### src/rtl/wiper_reg_ctrl.sv
module wiper_reg_ctrl #(
  parameter int W = 10,
  parameter int NV_CYCLES = 500000,
  parameter logic [4*W-1:0] DR_INIT = {10'h001, 10'h3FF, 10'h0AA, 10'h200}
) (
  input  logic            clk,
  input  logic            rst_n,
  input  logic            wp_n,
  input  logic            cmd_valid,
  input  logic [2:0]      cmd_op,
  input  logic [1:0]      cmd_ptr,
  input  logic [7:0]      cmd_hi,
  input  logic [7:0]      cmd_lo,
  input  logic            bus_stop,
  output logic            busy,
  output logic            rd_valid,
  output logic [7:0]      rd_hi,
  output logic [7:0]      rd_lo,
  output logic [W-1:0]    wiper,
  output logic [(1<<W)-1:0] tap_sel
);

  localparam int TAPS = 1 << W;
  localparam int CW   = $clog2(NV_CYCLES + 1);

  localparam logic [2:0] OP_RD_W  = 3'b000;
  localparam logic [2:0] OP_WR_W  = 3'b001;
  localparam logic [2:0] OP_RD_D  = 3'b010;
  localparam logic [2:0] OP_WR_D  = 3'b011;
  localparam logic [2:0] OP_D2W   = 3'b100;
  localparam logic [2:0] OP_W2D   = 3'b101;

  logic [W-1:0]      wcr;
  logic [3:0][W-1:0] dr_q;
  logic              recall_q;
  logic              pend_q;
  logic [1:0]        pend_ptr;
  logic [W-1:0]      pend_val;
  logic [CW-1:0]     nv_cnt;
  logic [W-1:0]      rd_word;

  logic [15:0]  cmd_word;
  logic [W-1:0] cmd_val;
  logic         unused_hi;
  logic         nv_busy;
  logic         take;

  assign cmd_word  = {cmd_hi, cmd_lo};
  assign cmd_val   = cmd_word[W-1:0];
  assign unused_hi = ^cmd_word[15:W];
  assign nv_busy   = nv_cnt != '0;
  assign busy      = nv_busy | recall_q;
  assign take      = cmd_valid & ~busy;

  always_ff @(posedge clk) begin
    if (!rst_n) begin
      wcr      <= '0;
      dr_q     <= DR_INIT;
      recall_q <= 1'b1;
      pend_q   <= 1'b0;
      pend_ptr <= '0;
      pend_val <= '0;
      nv_cnt   <= '0;
      rd_valid <= 1'b0;
      rd_word  <= '0;
    end else begin
      rd_valid <= 1'b0;
      if (recall_q) begin
        wcr      <= dr_q[0];
        recall_q <= 1'b0;
      end
      if (nv_busy) begin
        nv_cnt <= nv_cnt - 1'b1;
        if (nv_cnt == CW'(1))
          dr_q[pend_ptr] <= pend_val;
      end else if (bus_stop && pend_q && !recall_q) begin
        nv_cnt <= CW'(NV_CYCLES);
        pend_q <= 1'b0;
      end
      if (take) begin
        case (cmd_op)
          OP_RD_W: begin
            rd_valid <= 1'b1;
            rd_word  <= wcr;
          end
          OP_WR_W: wcr <= cmd_val;
          OP_RD_D: begin
            rd_valid <= 1'b1;
            rd_word  <= dr_q[cmd_ptr];
          end
          OP_WR_D: begin
            pend_q   <= wp_n;
            pend_ptr <= cmd_ptr;
            pend_val <= cmd_val;
          end
          OP_D2W: wcr <= dr_q[cmd_ptr];
          OP_W2D: begin
            pend_q   <= wp_n;
            pend_ptr <= cmd_ptr;
            pend_val <= wcr;
          end
          default: ;
        endcase
      end
    end
  end

  logic [15:0] rd16;
  assign rd16    = 16'(rd_word);
  assign rd_hi   = rd16[15:8];
  assign rd_lo   = rd16[7:0];
  assign wiper   = wcr;
  assign tap_sel = TAPS'(1) << wcr;

  AST_TAP_SINGLE: assert property (@(posedge clk) disable iff (!rst_n)
    $countones(tap_sel) == 1);
  AST_RECALL_DR0: assert property (@(posedge clk) disable iff (!rst_n)
    recall_q |=> (wiper == $past(dr_q[0])));
  AST_DR_HOLD_IDLE: assert property (@(posedge clk) disable iff (!rst_n)
    !nv_busy |=> $stable(dr_q));
  AST_WP_REFUSE: assert property (@(posedge clk) disable iff (!rst_n)
    (take && !wp_n && (cmd_op == OP_WR_D || cmd_op == OP_W2D)) |=> !pend_q);
  AST_BUSY_MUTE: assert property (@(posedge clk) disable iff (!rst_n)
    busy |=> !rd_valid);
  AST_WIPER_HOLD_NV: assert property (@(posedge clk) disable iff (!rst_n)
    nv_busy |=> $stable(wiper));

endmodule

### config.mk
export PLATFORM = sky130hd
export DESIGN_NAME = wiper_reg_ctrl
export DESIGN_NICKNAME = d
export VERILOG_FILES = /design/src/rtl/wiper_reg_ctrl.sv
export SDC_FILE = /design/constraint.sdc
export NUM_CORES = 1
export LEC_CHECK = 0
export BUFFER_PORTS_ARGS = -buffer_cell sky130_fd_sc_hd__buf_2
export CORE_AREA = 2 2 416 418
export DETAILED_ROUTE_END_ITERATION = 6
export DIE_AREA = 0 0 418 420
export GPL_ROUTABILITY_DRIVEN = 0
export HOLD_SLACK_MARGIN = 0.15
export SLEW_MARGIN = 5
export SYNTH_ARGS = -nofsm -noshare
export SYNTH_HDL_FRONTEND = slang
export SYNTH_SLANG_ARGS = --single-unit
### constraint.sdc
create_clock -name clk -period 6 [get_ports clk]
set_input_delay 0.6 -clock clk [delete_from_list [all_inputs] [get_ports clk]]
set_output_delay 0.6 -clock clk [all_outputs]
set_load 0.01 [all_outputs]
==> results of run 1 <==
layer usage:
layer	global-route usage, %	up-vias
met1	16.7	8540
met4	3.71	4
met5	0.167	-
li1	-	7960
met3	3.13	155
met2	24.3	1284
cell families (layout without fill, tap and decap cells):
group | count (synthesis) | in the layout
compound gates | 101 | 101
mux | 62 | 62
flops | 94 | 94
buf+inv | 170 | 1135
simple gates | 1490 | 1490
fa+ha+maj | 2 | 2
other cells | 1 | 20
xor+xnor | 7 | 7
synthesized netlist by cell type, drive strengths merged, types with 2 or more instances:
cell type,count
nor2,1089
nand2,238
clkbuf,135
dfxtp,94
mux2i,53
nand3,37
a21oi,35
buf,29
nand2b,28
nor3,23
nor2b,19
a211oi,14
o21ai,14
nor4,12
a22oi,10
a31oi,10
o221ai,10
or3,10
mux2,9
and2,8
inv,6
or4,5
xnor2,5
and3,4
nor3b,4
nand3b,3
nand4,3
a311oi,2
ha,2
or2,2
or4b,2
xor2,2
cell usage in the layout, fill, tap and decap left out, types with 4 or more instances in the layout:
cell / synthesis / final
sky130_fd_sc_hd__dfxtp_2: 0 / 4
sky130_fd_sc_hd__nand3_1: 37 / 35
sky130_fd_sc_hd__mux2i_1: 53 / 53
sky130_fd_sc_hd__a21oi_1: 35 / 35
sky130_fd_sc_hd__nor4_1: 8 / 7
sky130_fd_sc_hd__buf_2: 12 / 1065
sky130_fd_sc_hd__xnor2_1: 5 / 5
sky130_fd_sc_hd__a22oi_1: 10 / 10
sky130_fd_sc_hd__and2_1: 8 / 8
sky130_fd_sc_hd__dfxtp_1: 94 / 90
sky130_fd_sc_hd__o21ai_0: 13 / 13
sky130_fd_sc_hd__a211oi_1: 6 / 6
sky130_fd_sc_hd__nor2b_1: 19 / 16
sky130_fd_sc_hd__a31oi_1: 10 / 10
sky130_fd_sc_hd__diode_2: 0 / 14
sky130_fd_sc_hd__mux2_2: 9 / 9
sky130_fd_sc_hd__and3_1: 4 / 4
sky130_fd_sc_hd__nor3_1: 15 / 8
sky130_fd_sc_hd__nand2_2: 1 / 6
sky130_fd_sc_hd__conb_1: 1 / 6
sky130_fd_sc_hd__or4_1: 5 / 5
sky130_fd_sc_hd__buf_4: 7 / 48
sky130_fd_sc_hd__nor3_2: 7 / 14
sky130_fd_sc_hd__clkbuf_16: 0 / 9
sky130_fd_sc_hd__nand2_1: 237 / 232
sky130_fd_sc_hd__nor2_1: 1089 / 1087
sky130_fd_sc_hd__or3_1: 10 / 8
sky130_fd_sc_hd__inv_1: 5 / 5
sky130_fd_sc_hd__nand2b_1: 28 / 25
sky130_fd_sc_hd__a211oi_2: 8 / 8
sky130_fd_sc_hd__o221ai_1: 10 / 10
final cells by class:
type	instances	area share, %
Clock inverter	7	0.342
Inverter	6	0.123
Timing Repair Buffer	1113	31.1
Antenna cell	14	0.191
Sequential cell	94	10.3
Multi-Input combinational cell	1668	41.5
Clock buffer	9	1.23
Tap cell	2233	15.3
worst min path at each step:
stage,startpoint,to,cells past startpoint
2_1_floorplan,dr_q[10],dr_q[10],2
3_3_place_gp,dr_q[18],dr_q[18],2
3_5_place_dp,dr_q[18],dr_q[18],2
4_1_cts,dr_q[18],dr_q[18],2
5_1_grt,dr_q[16],dr_q[16],2
6_report,dr_q[18],dr_q[18],2
sequential cells by signal, indices dropped and copies added, names as in the netlist:
register  count
dr_q         40
nv_cnt       19
pend_val     10
rd_word      10
wiper        10
pend_ptr      2
pend_q        1
rd_valid      1
recall_q      1
tightest hold or removal path: stages (launching register included):
cell and delay [ns]:
sky130_fd_sc_hd__dfxtp_1 0.31, sky130_fd_sc_hd__nand2_1 0.05, sky130_fd_sc_hd__a21oi_1 0.05
power by group:
group / total [mW] / internal, mW / leakage (nW) / switching (mW)
Clock: 0.564 / 0.290 / 0.133 / 0.274
Sequential: 0.758 / 0.679 / 0.763 / 0.0792
Combinational: 0.691 / 0.225 / 8.03 / 0.466
==> run summary, run 1 <==
=================================================================================================================
Total I/O pin count                                                                                          1078
TritonCTS clock tree                                                                                          yes
Wire length the detailed router placed on met1                                                           53000 um
Worst hold slack after final layout                                                                      0.455 ns
Worst reg2reg setup slack                                                                                 3.24 ns
Launching point of the worst reg2reg path                                                               nv_cnt[0]
Total number of clock tree sinks                                                                               94
DR WL met2                                                                                               65600 um
Lkg Pwr                                                                                                   8.92 nW
Yosys warning count                                                                                             0
Post-synthesis to final-layout area growth                                                                  82.8%
Simple-Gate Fraction of Synth Area                                                                          60.4%
Number of nets at the end of the flow                                                                        2920
Clock Skews                                                                                             0.0145 ns
Critical path type                                                                                        reg2out
Mean instance size in the synthesized netlist                                                            5.20 um2
Post-detailed-route wirelength per cell                                                                   25.8 um
Clock tree root buffer cell                                                                          sky130_fd_sc_hd__clkbuf_16
Core Region                                                                                            171000 um2
Remaining max-slew budget at the tightest pin                                                               11.0%
First element of the critical path                                                                       wiper[5]
Overall Global Routing Usage                                                                                13.8%
Number of storage elements in the synthesis netlist                                                            94
Number of library cell types mapped by synthesis                                                               53
Post-synthesis mux area share                                                                               6.31%
Kind of capture point of the worst setup path                                                          output pin
Chip height                                                                                                420 um
Clock period minus worst slack                                                                            4.53 ns
Number of levels in the clock H-tree                                                                            3
Number of pins exceeding their max-slew limit in the final report                                               0
Top area cells in the synthesized netlist                                                            sky130_fd_sc_hd__nor2_1 41%, sky130_fd_sc_hd__dfxtp_1 19%, sky130_fd_sc_hd__nand2_1 8.9%
X dimension of the die                                                                                     418 um
Post-cts sizing count                                                                                           0
Starting Density                                                                                            5.86%
Total length of routed wires                                                                            133000 um
Largest net degree at the start of global routing                                                              63
Die area                                                                                               176000 um2
Clock latency of the later-clocked register in the worst-skew pair                                        0.35 ns
Inserted Clock Buffers                                                                                          9
Seq/Total Area, Yosys                                                                                       18.8%
Number of global-route vias before repair                                                                   14300
DRC violation count after routing                                                                               0
Required arrival time at the worst endpoint                                                               5.40 ns
Syn Std Cell Area                                                                                       10000 um2
Antenna violations before repair                                                                               27
Sum of overflow across all layers after global routing                                                          0
Total negative setup slack                                                                                   0 ns
Post-synth EDFFs                                                                                                0
Most common flop cell mapped by yosys                                                                sky130_fd_sc_hd__dfxtp_1
R2r worst-path depth                                                                                            7
Post-route worst setup slack                                                                              1.47 ns
Actual slew at the worst max-slew pin                                                                     1.33 ns
R2r endpoint                                                                                             wiper[0]
Max Fclk                                                                                                  221 MHz
Setup violation total in the final timing report                                                                0
Final core utilization                                                                                      10.7%
Startpoint type of the worst setup path                                                                 flip-flop
Fin crit share                                                                                              75.6%
Ordered cell list for the critical path                                                              and2_1 -> nand2_1 -> nor2_1 -> buf_2
Delay of the slowest cell on the worst path                                                               1.12 ns
Power Density                                                                                          110 nW/um2
Worst EP arrival                                                                                          3.93 ns
Post-synthesis share of cell area spent on xor and xnor gates                                              0.612%
Number of max-cap violations                                                                                    0
Critical-path top delay cell                                                                         sky130_fd_sc_hd__nand2_1
Detailed placer's ending HPWL                                                                           104000 um
Dominant cell type by area after synthesis                                                           sky130_fd_sc_hd__nor2_1
Sum of internal, switching and leakage power                                                              2.01 mW
Finished Layout Cells                                                                                        5144
Wire length of the first global-routing pass                                                            157000 um
Post-CTS setup repair buffer count                                                                              0
Worst Path Max Fanout                                                                                          27
Unrepaired setup endpoints after global routing                                                                no
Fill cell total of the finished layout                                                                      20400
Post-placement cell area                                                                                18000 um2
Area used by multi-input combinational logic                                                             7590 um2
Main combinational cell family by area after synthesis                                               simple AND/OR/NAND/NOR gates
Run status                                                                                           finished clean
Compound-gate portion of the synthesized area                                                               6.83%
DR vias                                                                                                     17900
Post-Layout Inst Area                                                                                   18300 um2
Stages on the worst setup path                                                                                  4
Share of Yosys cell area claimed by the top area cell type                                                  40.8%
Top layer used by detailed routing                                                                           met5
I/O Buffers                                                                                                  1065
Clock tree buffer depth                                                                                         2
Post-placement setup slack                                                                                1.79 ns
Clock transition at path regs                                                                             0.07 ns
Arithmetic-cell share of the synthesized area counting full adders, half adders and majority gates         0.250%
Hold crit path type                                                                                       reg2reg
Number of antenna-violating nets in the routed design                                                           0
Number of placed instances with taps included                                                                5114
Mapped Cells                                                                                                 1927
Kind of cell with the highest combined delay on the critical path                                    simple AND/OR/NAND/NOR gates
Std-Cell Rows                                                                                                 152
Detailed-router iteration count before antenna repair                                                           5
Fraction of final layout cells with drive strength greater than 1                                           41.2%
Worst VDD drop                                                                                           0.130 mV
Via/cell ratio                                                                                               3.49
CP Capture Point                                                                                     tap_sel[1000]
Violation count after the first detailed-route iteration                                                     1876
Worst Path Buf+Inv                                                                                              1
Number of buffers inserted by hold repair at cts                                                                0
Amount of wire on met3 after detailed routing                                                            10300 um
Share of synthesized flip-flops with an asynchronous set or reset                                              0%
Final hold viol count                                                                                           0
Register cell area after layout                                                                          1890 um2
=================================================================================================================
(Power assumes the default switching activity.)
==> run 2, diff against run 1 <==
--- a/config.mk
+++ b/config.mk
@@ -5,10 +5,11 @@
 export SDC_FILE = /design/constraint.sdc
 export NUM_CORES = 1
 export LEC_CHECK = 0
+export ABC_AREA = 1
 export BUFFER_PORTS_ARGS = -buffer_cell sky130_fd_sc_hd__buf_2
-export CORE_AREA = 2 2 416 418
+export CORE_AREA = 2 2 423 425
 export DETAILED_ROUTE_END_ITERATION = 6
-export DIE_AREA = 0 0 418 420
+export DIE_AREA = 0 0 425 427
 export GPL_ROUTABILITY_DRIVEN = 0
 export HOLD_SLACK_MARGIN = 0.15
 export SLEW_MARGIN = 5
==> constraint.sdc (replaced) <==
create_clock -name clk -period 4.23 [get_ports clk]
set_input_delay 0.423 -clock clk [delete_from_list [all_inputs] [get_ports clk]]
set_output_delay 0.423 -clock clk [all_outputs]
set_load 0.01 [all_outputs]
==> run summary, run 2 <==
==================================================================================
X dimension of the die                                                      425 um
R2r endpoint                                                            rd_word[7]
Number of placed instances with taps included                                 5996
Post-synthesis to final-layout area growth                                   61.2%
Post-detailed-route wirelength per cell                                    29.7 um
R2r worst-path depth                                                            10
Clock tree root buffer cell                                           sky130_fd_sc_hd__clkbuf_16
Number of library cell types mapped by synthesis                                29
Share of Yosys cell area claimed by the top area cell type                   32.6%
Inserted Clock Buffers                                                           9
Largest reg by FF count                                                       dr_q
DRC violation count after routing                                                0
Number of max-cap violations                                                     0
Post-Layout Inst Area                                                    22300 um2
Registers with the most flip-flops                                    dr_q (40), nv_cnt (19)
Remaining max-slew budget at the tightest pin                                29.4%
Detailed-router iteration count before antenna repair                            6
Total negative setup slack                                                    0 ns
Worst reg2reg setup slack                                                  1.51 ns
Total I/O pin count                                                           1078
Clock Skews                                                             0.00748 ns
Run status                                                            finished clean
Number of antenna-violating nets in the routed design                            0
Hold Path Stages                                                                 2
Worst Path Max Fanout                                                           18
Starting Density                                                             7.79%
Worst VDD drop                                                            0.198 mV
Finished Layout Cells                                                         6018
Fraction of final layout cells with drive strength greater than 1            34.6%
Launching point of the worst reg2reg path                                nv_cnt[0]
Final hold viol count                                                            0
Most common flop cell mapped by yosys                                 sky130_fd_sc_hd__dfxtp_1
Via/cell ratio                                                                4.12
Clock latency of the later-clocked register in the worst-skew pair         0.35 ns
Syn Std Cell Area                                                        13800 um2
Antenna violations before repair                                                 3
Share of synthesized flip-flops with an asynchronous set or reset               0%
DR vias                                                                      24800
Library cell with the highest instance count after synthesis          sky130_fd_sc_hd__nor2_1
Sum of internal, switching and leakage power                               4.38 mW
Most common cell after layout, fill and taps aside                    sky130_fd_sc_hd__nor2_1
Required arrival time at the worst endpoint                                3.81 ns
Die area                                                                181000 um2
Largest net degree at the start of global routing                              175
Clock tree buffer depth                                                          2
Post-synth EDFFs                                                                 0
Std-Cell Rows                                                                  155
Fin crit share                                                               88.5%
TritonCTS clock tree                                                           yes
Number of levels in the clock H-tree                                             3
Startpoint type of the worst setup path                                  flip-flop
Detailed placer's ending HPWL                                            146000 um
Clock period minus worst slack                                             3.74 ns
Dominant cell type by area after synthesis                            sky130_fd_sc_hd__nor2_1
Number of global-route vias before repair                                    21100
Clock transition at path regs                                              0.06 ns
Startpoint of the worst hold path                                         dr_q[27]
Number of storage elements in the synthesis netlist                             94
Post-placement cell area                                                 22000 um2
Leading cell types in the layout, fill and taps excluded              1161 x sky130_fd_sc_hd__nor2_1, 1064 x sky130_fd_sc_hd__buf_2, 464 x sky130_fd_sc_hd__nand4_1, 251 x sky130_fd_sc_hd__nand2_1, 233 x sky130_fd_sc_hd__nand3_1
Destination of the worst hold path                                        dr_q[27]
Lkg Pwr                                                                    11.7 nW
Critical path type                                                         reg2out
Wire length of the first global-routing pass                             220000 um
I/O Buffers                                                                   1065
Number of nets at the end of the flow                                         3680
Chip height                                                                 427 um
Actual slew at the worst max-slew pin                                      1.06 ns
Core Region                                                             177000 um2
Sum of overflow across all layers after global routing                           0
Mean instance size in the synthesized netlist                             4.93 um2
Total number of clock tree sinks                                                94
Hold crit path type                                                        reg2reg
Power Density                                                           197 nW/um2
Setup violation total in the final timing report                                 0
Flip-flop count of the largest register, all copies and words added             40
Violation count after the first detailed-route iteration                      2924
Fill cell total of the finished layout                                       21200
Overall Global Routing Usage                                                 18.2%
Post-CTS setup repair buffer count                                               0
Number of pins exceeding their max-slew limit in the final report                0
Yosys warning count                                                              0
Worst EP arrival                                                           3.32 ns
Worst hold slack after final layout                                       0.460 ns
Kind of capture point of the worst setup path                           output pin
Seq/Total Area, Yosys                                                        13.6%
Unrepaired setup endpoints after global routing                                 no
Total length of routed wires                                             179000 um
Post-cts sizing count                                                            0
Max Fclk                                                                   267 MHz
Mapped Cells                                                                  2803
Top cells by instance count after synthesis                           1198 x sky130_fd_sc_hd__nor2_1, 464 x sky130_fd_sc_hd__nand4_1, 251 x sky130_fd_sc_hd__nand2_1
Top area cells in the synthesized netlist                             sky130_fd_sc_hd__nor2_1 33%, sky130_fd_sc_hd__nand4_1 21%, sky130_fd_sc_hd__dfxtp_1 14%
Number of buffers inserted by hold repair at cts                                 0
==================================================================================
run 2: final cells by class:
cell class | instances | area [um2] | share of cell area (%)
Clock inverter | 3 | 18.8 | 0.0843
Antenna cell | 6 | 15.0 | 0.0674
Sequential cell | 94 | 1900 | 8.53
Timing Repair Buffer | 1171 | 6320 | 28.4
Multi-Input combinational cell | 2243 | 10300 | 46.2
Inverter | 133 | 529 | 2.38
Tap cell | 2355 | 2950 | 13.2
Clock buffer | 13 | 250 | 1.12
run 2: critical path: stages, from the launching register on:
cell and delay, ns:
sky130_fd_sc_hd__dfxtp_2 0.63, sky130_fd_sc_hd__inv_2 0.32, sky130_fd_sc_hd__buf_4 0.34, sky130_fd_sc_hd__nor2_2 0.62
sky130_fd_sc_hd__nand4_1 0.61, sky130_fd_sc_hd__nor2_1 0.24, sky130_fd_sc_hd__buf_2 0.16
run 2: worst max path at each step:
stage          startpoint            end  slack [ns]
3_5_place_dp     wiper[5]  tap_sel[1020]        0.56
6_report         wiper[5]   tap_sel[502]        0.49
3_3_place_gp     wiper[5]  tap_sel[1020]        0.56
2_1_floorplan    wiper[2]  tap_sel[1005]        2.22
4_1_cts          wiper[5]  tap_sel[1020]        0.17
5_1_grt          wiper[5]  tap_sel[1020]        0.18
run 2: through the flow:
step	util [%]	setup slack (ns)
6_report	12.6	0.486
5_1_grt	12.6	0.176
4_1_cts	12.6	0.170
3_5_place_dp	12.4	0.559
3_3_place_gp	12.4	0.563
2_1_floorplan	-	2.22
run 2: cells by family (layout without fill, tap and decap cells):
group | count (synthesis) | after routing | share of synthesized area [%]
AO/OA/AOI/OAI | 47 | 47 | 1.74
XOR/XNOR | 7 | 7 | 0.444
adder cells (fa/ha/maj) | 2 | 2 | 0.181
buffers and inverters | 471 | 1320 | 13.1
flip-flops | 94 | 94 | 13.6
other | 1 | 12 | 0.0272
AND/OR/NAND/NOR | 2181 | 2181 | 70.9
run 2: layer usage:
| layer | GRT usage [%] | share of wire, % | vias up |
|---|---|---|---|
| li1 | - | - | 11000 |
| met1 | 20.4 | 37 | 11900 |
| met2 | 27.1 | 43 | 1693 |
| met3 | 10.9 | 15 | 268 |
| met4 | 8.41 | 5.4 | 2 |
| met5 | 0.820 | 0.12 | - |
run 2: power by group:
part           internal (mW)  switching (mW)  total [mW]
Combinational          0.506            1.95        2.46
Sequential              1.01           0.152        1.16
Clock                  0.415           0.347       0.762
